--- src/rtl/dram_op_state_pkg.sv ---
package dram_op_state_pkg;

  localparam int ST_W   = 3;
  localparam int CMD_W  = 3;
  localparam int TRIG_W = 3;

  typedef enum logic [ST_W-1:0] {
    ST_INIT_MEM   = 3'd0,
    ST_CONFIG     = 3'd1,
    ST_CFG_REQ    = 3'd2,
    ST_ACCESS     = 3'd3,
    ST_ACC_REQ    = 3'd4,
    ST_LOW_POWER  = 3'd5,
    ST_LP_IN_REQ  = 3'd6,
    ST_LP_OUT_REQ = 3'd7
  } dos_state_e;

  localparam logic [CMD_W-1:0] CMD_INIT  = 3'd0;
  localparam logic [CMD_W-1:0] CMD_CFG   = 3'd1;
  localparam logic [CMD_W-1:0] CMD_GO    = 3'd2;
  localparam logic [CMD_W-1:0] CMD_SLEEP = 3'd3;
  localparam logic [CMD_W-1:0] CMD_WAKE  = 3'd4;

  localparam logic [TRIG_W-1:0] TRIG_NONE = 3'd0;
  localparam logic [TRIG_W-1:0] TRIG_HW   = 3'd1;
  localparam logic [TRIG_W-1:0] TRIG_SW   = 3'd2;

  // Destination of a command from a stable state; returns the state itself
  // when the command is not legal there.
  function automatic dos_state_e f_cmd_dest(dos_state_e st, logic [CMD_W-1:0] cmd);
    dos_state_e d;
    d = st;
    case (st)
      ST_INIT_MEM:  if (cmd == CMD_CFG) d = ST_CFG_REQ;
      ST_CONFIG:    if (cmd == CMD_GO) d = ST_ACC_REQ;
      ST_ACCESS: begin
        if (cmd == CMD_CFG)        d = ST_CFG_REQ;
        else if (cmd == CMD_SLEEP) d = ST_LP_IN_REQ;
      end
      ST_LOW_POWER: if (cmd == CMD_WAKE) d = ST_LP_OUT_REQ;
      default: d = st;
    endcase
    return d;
  endfunction

  // Stable state reached when a request state receives its acknowledge.
  function automatic dos_state_e f_ack_dest(dos_state_e st);
    dos_state_e d;
    case (st)
      ST_CFG_REQ:    d = ST_CONFIG;
      ST_ACC_REQ:    d = ST_ACCESS;
      ST_LP_IN_REQ:  d = ST_LOW_POWER;
      ST_LP_OUT_REQ: d = ST_ACCESS;
      default:       d = st;
    endcase
    return d;
  endfunction

  // Packs state and trigger into the status word layout.
  function automatic logic [7:0] f_pack_stat(logic [ST_W-1:0] st, logic [TRIG_W-1:0] tr);
    return {1'b0, tr, 1'b0, st};
  endfunction

endpackage

--- src/rtl/dos_cmd_filter.sv ---
module dos_cmd_filter
  import dram_op_state_pkg::*;
(
  input  dos_state_e       st,
  input  logic             cmd_valid,
  input  logic [CMD_W-1:0] cmd_code,
  output logic             cmd_take,
  output dos_state_e       cmd_dest
);
  dos_state_e dest_raw;

  always_comb begin
    dest_raw = f_cmd_dest(st, cmd_code);
    cmd_take = cmd_valid && (dest_raw != st);
    cmd_dest = cmd_take ? dest_raw : st;
  end
endmodule

--- src/rtl/dos_ack_filter.sv ---
module dos_ack_filter
  import dram_op_state_pkg::*;
(
  input  dos_state_e st,
  input  logic       phase_ack,
  input  logic       lp_in_ack,
  input  logic       lp_out_ack,
  output logic       ack_hit,
  output dos_state_e ack_dest
);
  always_comb begin
    case (st)
      ST_CFG_REQ, ST_ACC_REQ: ack_hit = phase_ack;
      ST_LP_IN_REQ:           ack_hit = lp_in_ack;
      ST_LP_OUT_REQ:          ack_hit = lp_out_ack;
      default:                ack_hit = 1'b0;
    endcase
    ack_dest = f_ack_dest(st);
  end
endmodule

--- src/rtl/dos_trig_track.sv ---
module dos_trig_track
  import dram_op_state_pkg::*;
(
  input  logic              clk,
  input  logic              rst_n,
  input  logic              lp_enter,
  input  logic              enter_by_hw,
  input  logic              lp_leave,
  output logic [TRIG_W-1:0] trig_q
);
  always_ff @(posedge clk or negedge rst_n) begin
    if (!rst_n)        trig_q <= TRIG_NONE;
    else if (lp_enter) trig_q <= enter_by_hw ? TRIG_HW : TRIG_SW;
    else if (lp_leave) trig_q <= TRIG_NONE;
  end
endmodule

--- src/rtl/dram_op_state.sv ---
module dram_op_state
  import dram_op_state_pkg::*;
(
  input  logic        clk,
  input  logic        rst_n,
  input  logic        cmd_valid,
  input  logic [2:0]  cmd_code,
  input  logic        phase_ack,
  input  logic        lp_in_ack,
  input  logic        lp_out_ack,
  input  logic        hw_lp_en,
  input  logic        hw_lp_req,
  output logic [2:0]  stat_code,
  output logic [2:0]  lp_trig,
  output logic [7:0]  stat_word
);
  dos_state_e        st_q, st_nxt;
  dos_state_e        cmd_dest, ack_dest;
  logic              cmd_take, ack_hit;
  logic              hw_entry, hw_exit;
  logic              lp_enter, lp_leave;
  logic [TRIG_W-1:0] trig_q;

  dos_cmd_filter u_cmd (
    .st        (st_q),
    .cmd_valid (cmd_valid),
    .cmd_code  (cmd_code),
    .cmd_take  (cmd_take),
    .cmd_dest  (cmd_dest)
  );

  dos_ack_filter u_ack (
    .st         (st_q),
    .phase_ack  (phase_ack),
    .lp_in_ack  (lp_in_ack),
    .lp_out_ack (lp_out_ack),
    .ack_hit    (ack_hit),
    .ack_dest   (ack_dest)
  );

  // Hardware-side events; software commands take precedence.
  assign hw_entry = (st_q == ST_ACCESS) && hw_lp_en && hw_lp_req && !cmd_take;
  assign hw_exit  = (st_q == ST_LOW_POWER) && (trig_q == TRIG_HW) && !hw_lp_req && !cmd_take;

  always_comb begin
    st_nxt = st_q;
    if (ack_hit)       st_nxt = ack_dest;
    else if (cmd_take) st_nxt = cmd_dest;
    else if (hw_entry) st_nxt = ST_LP_IN_REQ;
    else if (hw_exit)  st_nxt = ST_LP_OUT_REQ;
  end

  assign lp_enter = (st_q == ST_ACCESS) && (st_nxt == ST_LP_IN_REQ);
  assign lp_leave = (st_q == ST_LP_OUT_REQ) && ack_hit;

  always_ff @(posedge clk or negedge rst_n) begin
    if (!rst_n) st_q <= ST_INIT_MEM;
    else        st_q <= st_nxt;
  end

  dos_trig_track u_trig (
    .clk         (clk),
    .rst_n       (rst_n),
    .lp_enter    (lp_enter),
    .enter_by_hw (hw_entry),
    .lp_leave    (lp_leave),
    .trig_q      (trig_q)
  );

  assign stat_code = st_q;
  assign lp_trig   = trig_q;
  assign stat_word = f_pack_stat(st_q, trig_q);
endmodule

--- config.mk ---
export PLATFORM = sky130hd
export DESIGN_NAME = dram_op_state
export DESIGN_NICKNAME = d
export VERILOG_FILES = /design/src/rtl/dram_op_state_pkg.sv /design/src/rtl/dos_cmd_filter.sv /design/src/rtl/dos_ack_filter.sv /design/src/rtl/dos_trig_track.sv /design/src/rtl/dram_op_state.sv
export SDC_FILE = /design/constraint.sdc
export NUM_CORES = 1
export LEC_CHECK = 0
export CORE_AREA = 5 5 42 44
export DETAILED_ROUTE_END_ITERATION = 8
export DIE_AREA = 0 0 47 49
export PLACE_DENSITY = 0.76
export REMOVE_ABC_BUFFERS = 1
export SLEW_MARGIN = 0
export SYNTH_ARGS = -nofsm -noshare
export SYNTH_HDL_FRONTEND = slang
export SYNTH_SLANG_ARGS = --single-unit
--- constraint.sdc ---
create_clock -name clk -period 4.75 [get_ports clk]
set_clock_uncertainty 0.15 [all_clocks]
set_input_delay 0.95 -clock clk [delete_from_list [all_inputs] [get_ports clk]]
set_output_delay 0.95 -clock clk [all_outputs]
set_load 0.01 [all_outputs]
==> results of run 1 <==
==> critical path: cells and delay by family <==
family,cells,cell delay [ns]
buffers and inverters,1,0.58
AND/OR/NAND/NOR,1,0.46
AO/OA/AOI/OAI,3,0.52
multiplexers,1,0.34
==> per-stage QoR <==
step | cells | hold slack [ns]
finish | 94 | 0.409
floorplan | 54 | 0.476
global placement | 90 | 0.385
CTS | 94 | 0.412
global route | 94 | 0.425
detailed placement | 90 | 0.395
==> power by group through the flow <==
stage | Combinational [mW] | Sequential [mW] | Clock (mW)
final | 0.209 | 0.117 | 0.0488
after detailed placement | 0.208 | 0.116 | 0
after global placement | 0.205 | 0.115 | 0
after floorplan | 0.0824 | 0.123 | 0
after CTS | 0.210 | 0.116 | 0.0512
after global routing | 0.226 | 0.123 | 0.0548
==> cell usage in the layout (no fill, tap or decap), types with 2 or more instances in the layout <==
cell type	instances
conb_1	4
nand3_1	4
nor2_1	4
a31o_1	2
dfrtp_1	5
inv_1	2
clkdlybuf4s50_1	20
clkbuf_4	3
nand2_1	6
o21ai_0	2
a21oi_1	3
nand4b_1	3
==> cell usage after synthesis, drive strengths merged (2+ instances only) <==
cell type | n | area, µm²
nand2 | 6 | 22.5
nand4b | 3 | 26.3
buf | 11 | 90.1
inv | 2 | 7.51
o21ai | 4 | 23.8
a31o | 2 | 17.5
a21oi | 4 | 31.3
nand3 | 4 | 20.0
dfrtp | 5 | 125
mux2 | 2 | 22.5
nor2 | 4 | 15.0
==> flip-flops by register name (all words and copies together), names as in the netlist <==
register	count
u_trig.trig_q	2
stat_code	3
==> final cells by class <==
cell class | instances | share of cell area [%]
multi-input combinational | 47 | 44.4
timing repair buffer | 20 | 29.4
sequential | 5 | 18.3
clock buffer | 4 | 3.85
tap | 16 | 2.94
inverter | 2 | 1.10
==> cell families (layout without fill, tap and decap cells) <==
kind of cell | after synthesis | in the layout | share of synthesized area [%]
AOI/OAI and AO/OA | 15 | 15 | 22.1
xor gates and xnor gates | 1 | 1 | 1.68
buffers and inverters | 14 | 26 | 20.1
DFF | 5 | 5 | 24.0
muxes | 2 | 2 | 4.32
other | 1 | 4 | 0.719
and+or+nand+nor | 25 | 25 | 27.1
==> how the worst max path moves through the flow <==
| stage | endpoint | slack [ns] | cells past startpoint |
|---|---|---|---|
| after floorplan | stat_code[2] | 2.32 | 5 |
| after global placement | stat_code[2] | 1.74 | 6 |
| after detailed placement | stat_code[2] | 1.70 | 6 |
| after CTS | stat_code[2] | 1.94 | 6 |
| after global routing | stat_code[2] | 1.86 | 6 |
| final | stat_code[2] | 1.91 | 6 |
==> routing by layer <==
layer	global-route usage [%]	routed length (µm)
met5	0	0
met4	6.91	17
met3	2.58	94
met2	19.0	643
met1	16.4	606
==> metrics.cfg, run 1 <==
[global_routing]
grtUsageTotal_pct=12.7
grt_overflow=0
grt_pass1_wl_mm=2.18
antenna_found_initial=0
grt_pass1_vias=523
grt_max_degree=17

[logic_synthesis]
synth.distinct_cells=32
syn_inst=63
synthesis.area_um2=522
yosysWarningCount=0
ys_ff_latch=5
avgSynthCellArea_um2=8.28
synthFlopType=dfrtp_1
ys_seq_area_share_pct=24.0
synth_edf_count=0
synthArstFlopShare_pct=100

[timing]
worstMarginPinSlew_ns=0.515
hold_viol=0
maxSlewViolCount=0
slew_headroom_pct=65.7
fmax_ghz=0.352
worst_slack_ns=1.91
setup_viol=0
setup_tns_ns=0
grt_setup_unrepaired=no
period_share_pct=59.8
period_minus_slack_ns=2.84

[final_layout]
register_area_um2=125
fin_util_pct=48.7
num-fill-cells=163
fin_area_um2=682
area_delta_synth_final_pct=30.7
drive_above_1_share_pct=7.69
insertedDiodeCount=0
multi_input_area_um2=303
nets=90

[drt]
routed_wl_mm=1.36
num_vias=508
dr.pass1.iters=4
drt_iter0_drc=2
routedWlPerCell_um=14.5
viasPerCell=5.40
ant_nets=0
drc=0

[worst_setup_path]
worstSetupPathType=input port to flip-flop
crit_start=cmd_code[0]
r2r_start=stat_code[2]
r2r-end=stat_code[2]
crit_slowest_cell=clkdlybuf4s50_1
r2r_slack_ns=2.53
end_kind=flip-flop
r2r_cells=5
path_cells=clkdlybuf4s50_1, or4b_1, a21o_1, a21oi_4, mux2_2, a21oi_1
critPathRequiredTime_ns=4.76
arrival_ns=2.85
cp_max_fo=7
start_kind=input port
cpPeakStageDelay_ns=0.58

[power_and_ir_drop]
clkPwrFrac_pct=13.0
p_seq_share_pct=31.3
p_leak_nw=0.259
p_int_mw=0.210
p_switching_mw=0.164
swShare_pct=43.8
ir_drop_mv=0.279
finalPower_mw=0.375
combPwrFrac_pct=55.7
power.density_nw_per_um2=549

[floorplanning]
start_util_pct=37.2
rows=14
core_region_area_um2=1400
fp.dieW_um=47
io_pins=25
die_area_um2=2300
die_h_um=49

[clock_tree]
clk_pin_slew_ns=0.04
htreeDepth=1
cts.repair.resized=0
clkLatencyLatePin_ns=0.24
clock_path_buffers=2
postCtsSetupBuffers=0
clockRootBuffer=clkbuf_4
cts_tree=yes
postCtsHoldBufs=0
cts_sinks=5
cts-buffers-inserted=3

[min_path]
hold_depth=1
min_from=u_trig.trig_q[1]
hold_end=u_trig.trig_q[1]
min_path_type=flip-flop to flip-flop

[run]
maxCapViolations=0

[placed_design]
place_hpwl_mm=1.01
place.gp.congestion=0.820
portBuffers=20
dpl_cell_area_um2=656
pre_cts_slack_ns=1.70

[status]
status=finished clean

(Power assumes the default switching activity.)
==> inputs of run 2 (changes only) <==
--- a/config.mk
+++ b/config.mk
@@ -5,10 +5,10 @@
 export SDC_FILE = /design/constraint.sdc
 export NUM_CORES = 1
 export LEC_CHECK = 0
-export CORE_AREA = 5 5 42 44
+export CORE_MARGIN = 5
+export CORE_UTILIZATION = 39
 export DETAILED_ROUTE_END_ITERATION = 8
-export DIE_AREA = 0 0 47 49
-export PLACE_DENSITY = 0.76
+export PLACE_DENSITY = 0.75
 export REMOVE_ABC_BUFFERS = 1
 export SLEW_MARGIN = 0
 export SYNTH_ARGS = -nofsm -noshare
==> constraint.sdc (replaced) <==
create_clock -name clk -period 2.8 [get_ports clk]
set_clock_uncertainty 0.15 [all_clocks]
set_input_delay 0.56 -clock clk [delete_from_list [all_inputs] [get_ports clk]]
set_output_delay 0.56 -clock clk [all_outputs]
set_load 0.01 [all_outputs]
==> metrics.cfg, run 2 (synthesis gave the netlist of run 1 again) <==
[drt]
routed_wl_mm=1.39  ; +2.2%
drc=0  ; unchanged
viasPerCell=5.61  ; +3.8%
dr.pass1.iters=4  ; unchanged
ant_nets=0  ; unchanged
routedWlPerCell_um=14.6  ; +1.1%
drt_iter0_drc=15  ; +13
num_vias=533  ; +4.9%

[worst_setup_path]
path_cells=clkdlybuf4s50_1, or2b_1, a2111o_1, a21oi_4, mux2_2, a21oi_1
worstSetupPathType=input port to flip-flop
start_kind=input port
crit_slowest_cell=clkdlybuf4s50_1
cpPeakStageDelay_ns=0.52  ; -0.06 ns
arrival_ns=2.46  ; -0.39 ns
end_kind=flip-flop
cp_max_fo=7  ; unchanged
critPathRequiredTime_ns=2.83  ; -1.93 ns
path_delay_family=compound AO/OA/AOI/OAI gates
crit_buf_inv=1  ; unchanged

[global_routing]
grt_overflow=0  ; unchanged
grt_pass1_vias=549  ; +5.0%
grtUsageTotal_pct=14.7  ; +2.0 points
grt_max_degree=16  ; -1
grt_pass1_wl_mm=2.23  ; +2.2%
antenna_found_initial=0  ; unchanged

[timing]
period_share_pct=86.7
whs_ns=0.376  ; -0.0326 ns
setup_viol=0  ; unchanged
maxSlewViolCount=0  ; unchanged
grt_setup_unrepaired=no
fmax_ghz=0.412
hold_viol=0  ; unchanged
period_minus_slack_ns=2.43
setup_tns_ns=0  ; unchanged

[floorplanning]
die_h_um=46.6  ; -4.9%
rows=13  ; -1
die_area_um2=2170  ; -5.8%
io_pins=25  ; unchanged
core_region_area_um2=1280  ; -8.3%
fp.dieW_um=46.6  ; -0.90%
start_util_pct=40.6  ; +3.4 points

[final_layout]
nets=92  ; +2.2%
mostFrequentLayoutCells=20 x clkdlybuf4s50_1, 6 x nand2_1, 5 x dfrtp_1
largest_reg_flops=3  ; unchanged
layout_commonest_cell=clkdlybuf4s50_1
drive_above_1_share_pct=10.0  ; +2.3 points
area_delta_synth_final_pct=33.3
insertedDiodeCount=0  ; unchanged

[clock_tree]
clk_pin_slew_ns=0.05  ; about the same
cts_tree=yes
cts.repair.resized=0  ; unchanged
clock_path_buffers=2  ; unchanged
cts-buffers-inserted=3  ; unchanged
htreeDepth=1  ; unchanged
cts_sinks=5  ; unchanged
clkLatencyLatePin_ns=0.25  ; about the same
postCtsSetupBuffers=0  ; unchanged
postCtsHoldBufs=0  ; unchanged
clockRootBuffer=clkbuf_4

[power_and_ir_drop]
power.density_nw_per_um2=929  ; +69%
p_leak_nw=0.269  ; +3.8%
ir_drop_mv=0.407  ; +46%
finalPower_mw=0.646  ; +72%

[status]
status=finished clean

[placed_design]
portBuffers=20  ; unchanged
place.gp.congestion=0.848  ; +3.3%
place_hpwl_mm=1.07  ; +5.6%

[min_path]
min_path_type=input port to async pin

[run]
maxCapViolations=0  ; unchanged

[run 2: path summary, 6_finish.rpt]
kind                            depth (start not counted)               end              from  slack [ns]
worst max-delay path                                    6      stat_code[2]       cmd_code[0]        0.37
worst min-delay path                                    1  u_trig.trig_q[1]             rst_n        0.38
worst max register to register                          5      stat_code[2]      stat_code[0]        0.63
worst min register to register                          1  u_trig.trig_q[1]  u_trig.trig_q[1]        0.42
max in group asynchronous                               1      stat_code[1]             rst_n        1.93
min in group clk                                        1  u_trig.trig_q[1]  u_trig.trig_q[1]        0.42
[run 2: where the power goes]
group          total, mW  internal [mW]  switching, mW
logic              0.386          0.207          0.179
clock network     0.0867         0.0541         0.0327
registers          0.173          0.106         0.0672
[run 2: cell type report]
| cell class | count | area, µm² |
|---|---|---|
| fill | 134 | 589 |
| multi-input combinational | 47 | 303 |
| clock buffer | 4 | 26.3 |
| sequential | 5 | 125 |
| timing repair buffer | 22 | 215 |
| tap | 15 | 18.8 |
| inverter | 2 | 7.51 |
[run 2: through the flow]
stage / cell area (µm²) / util [%] / worst slack [ns] / std cells
global route: 696 / 54.1 / 0.307 / 95
detailed placement: 669 / 52.1 / 0.127 / 91
global placement: 669 / 52.1 / 0.180 / 91
floorplan: 435 / - / 0.691 / 54
finish: 696 / 54.1 / 0.373 / 95
CTS: 696 / 54.1 / 0.384 / 95
[run 2: metal layers]
| layer | share of wire (%) | GRT usage [%] |
|---|---|---|
| met5 | 0 | 0 |
| met1 | 43 | 17.2 |
| met2 | 48 | 23.6 |
| met4 | 1.2 | 9.66 |
| met3 | 8.0 | 3.13 |
==> inputs of run 3 (changes only) <==
--- a/config.mk
+++ b/config.mk
@@ -7,6 +7,7 @@
 export LEC_CHECK = 0
 export CORE_MARGIN = 5
 export CORE_UTILIZATION = 39
+export CTS_CLUSTER_DIAMETER = 200
 export DETAILED_ROUTE_END_ITERATION = 8
 export PLACE_DENSITY = 0.75
 export REMOVE_ABC_BUFFERS = 1
==> results of run 3 <==
Same layout as run 2: the final DEF is identical, and so are final timing and power.
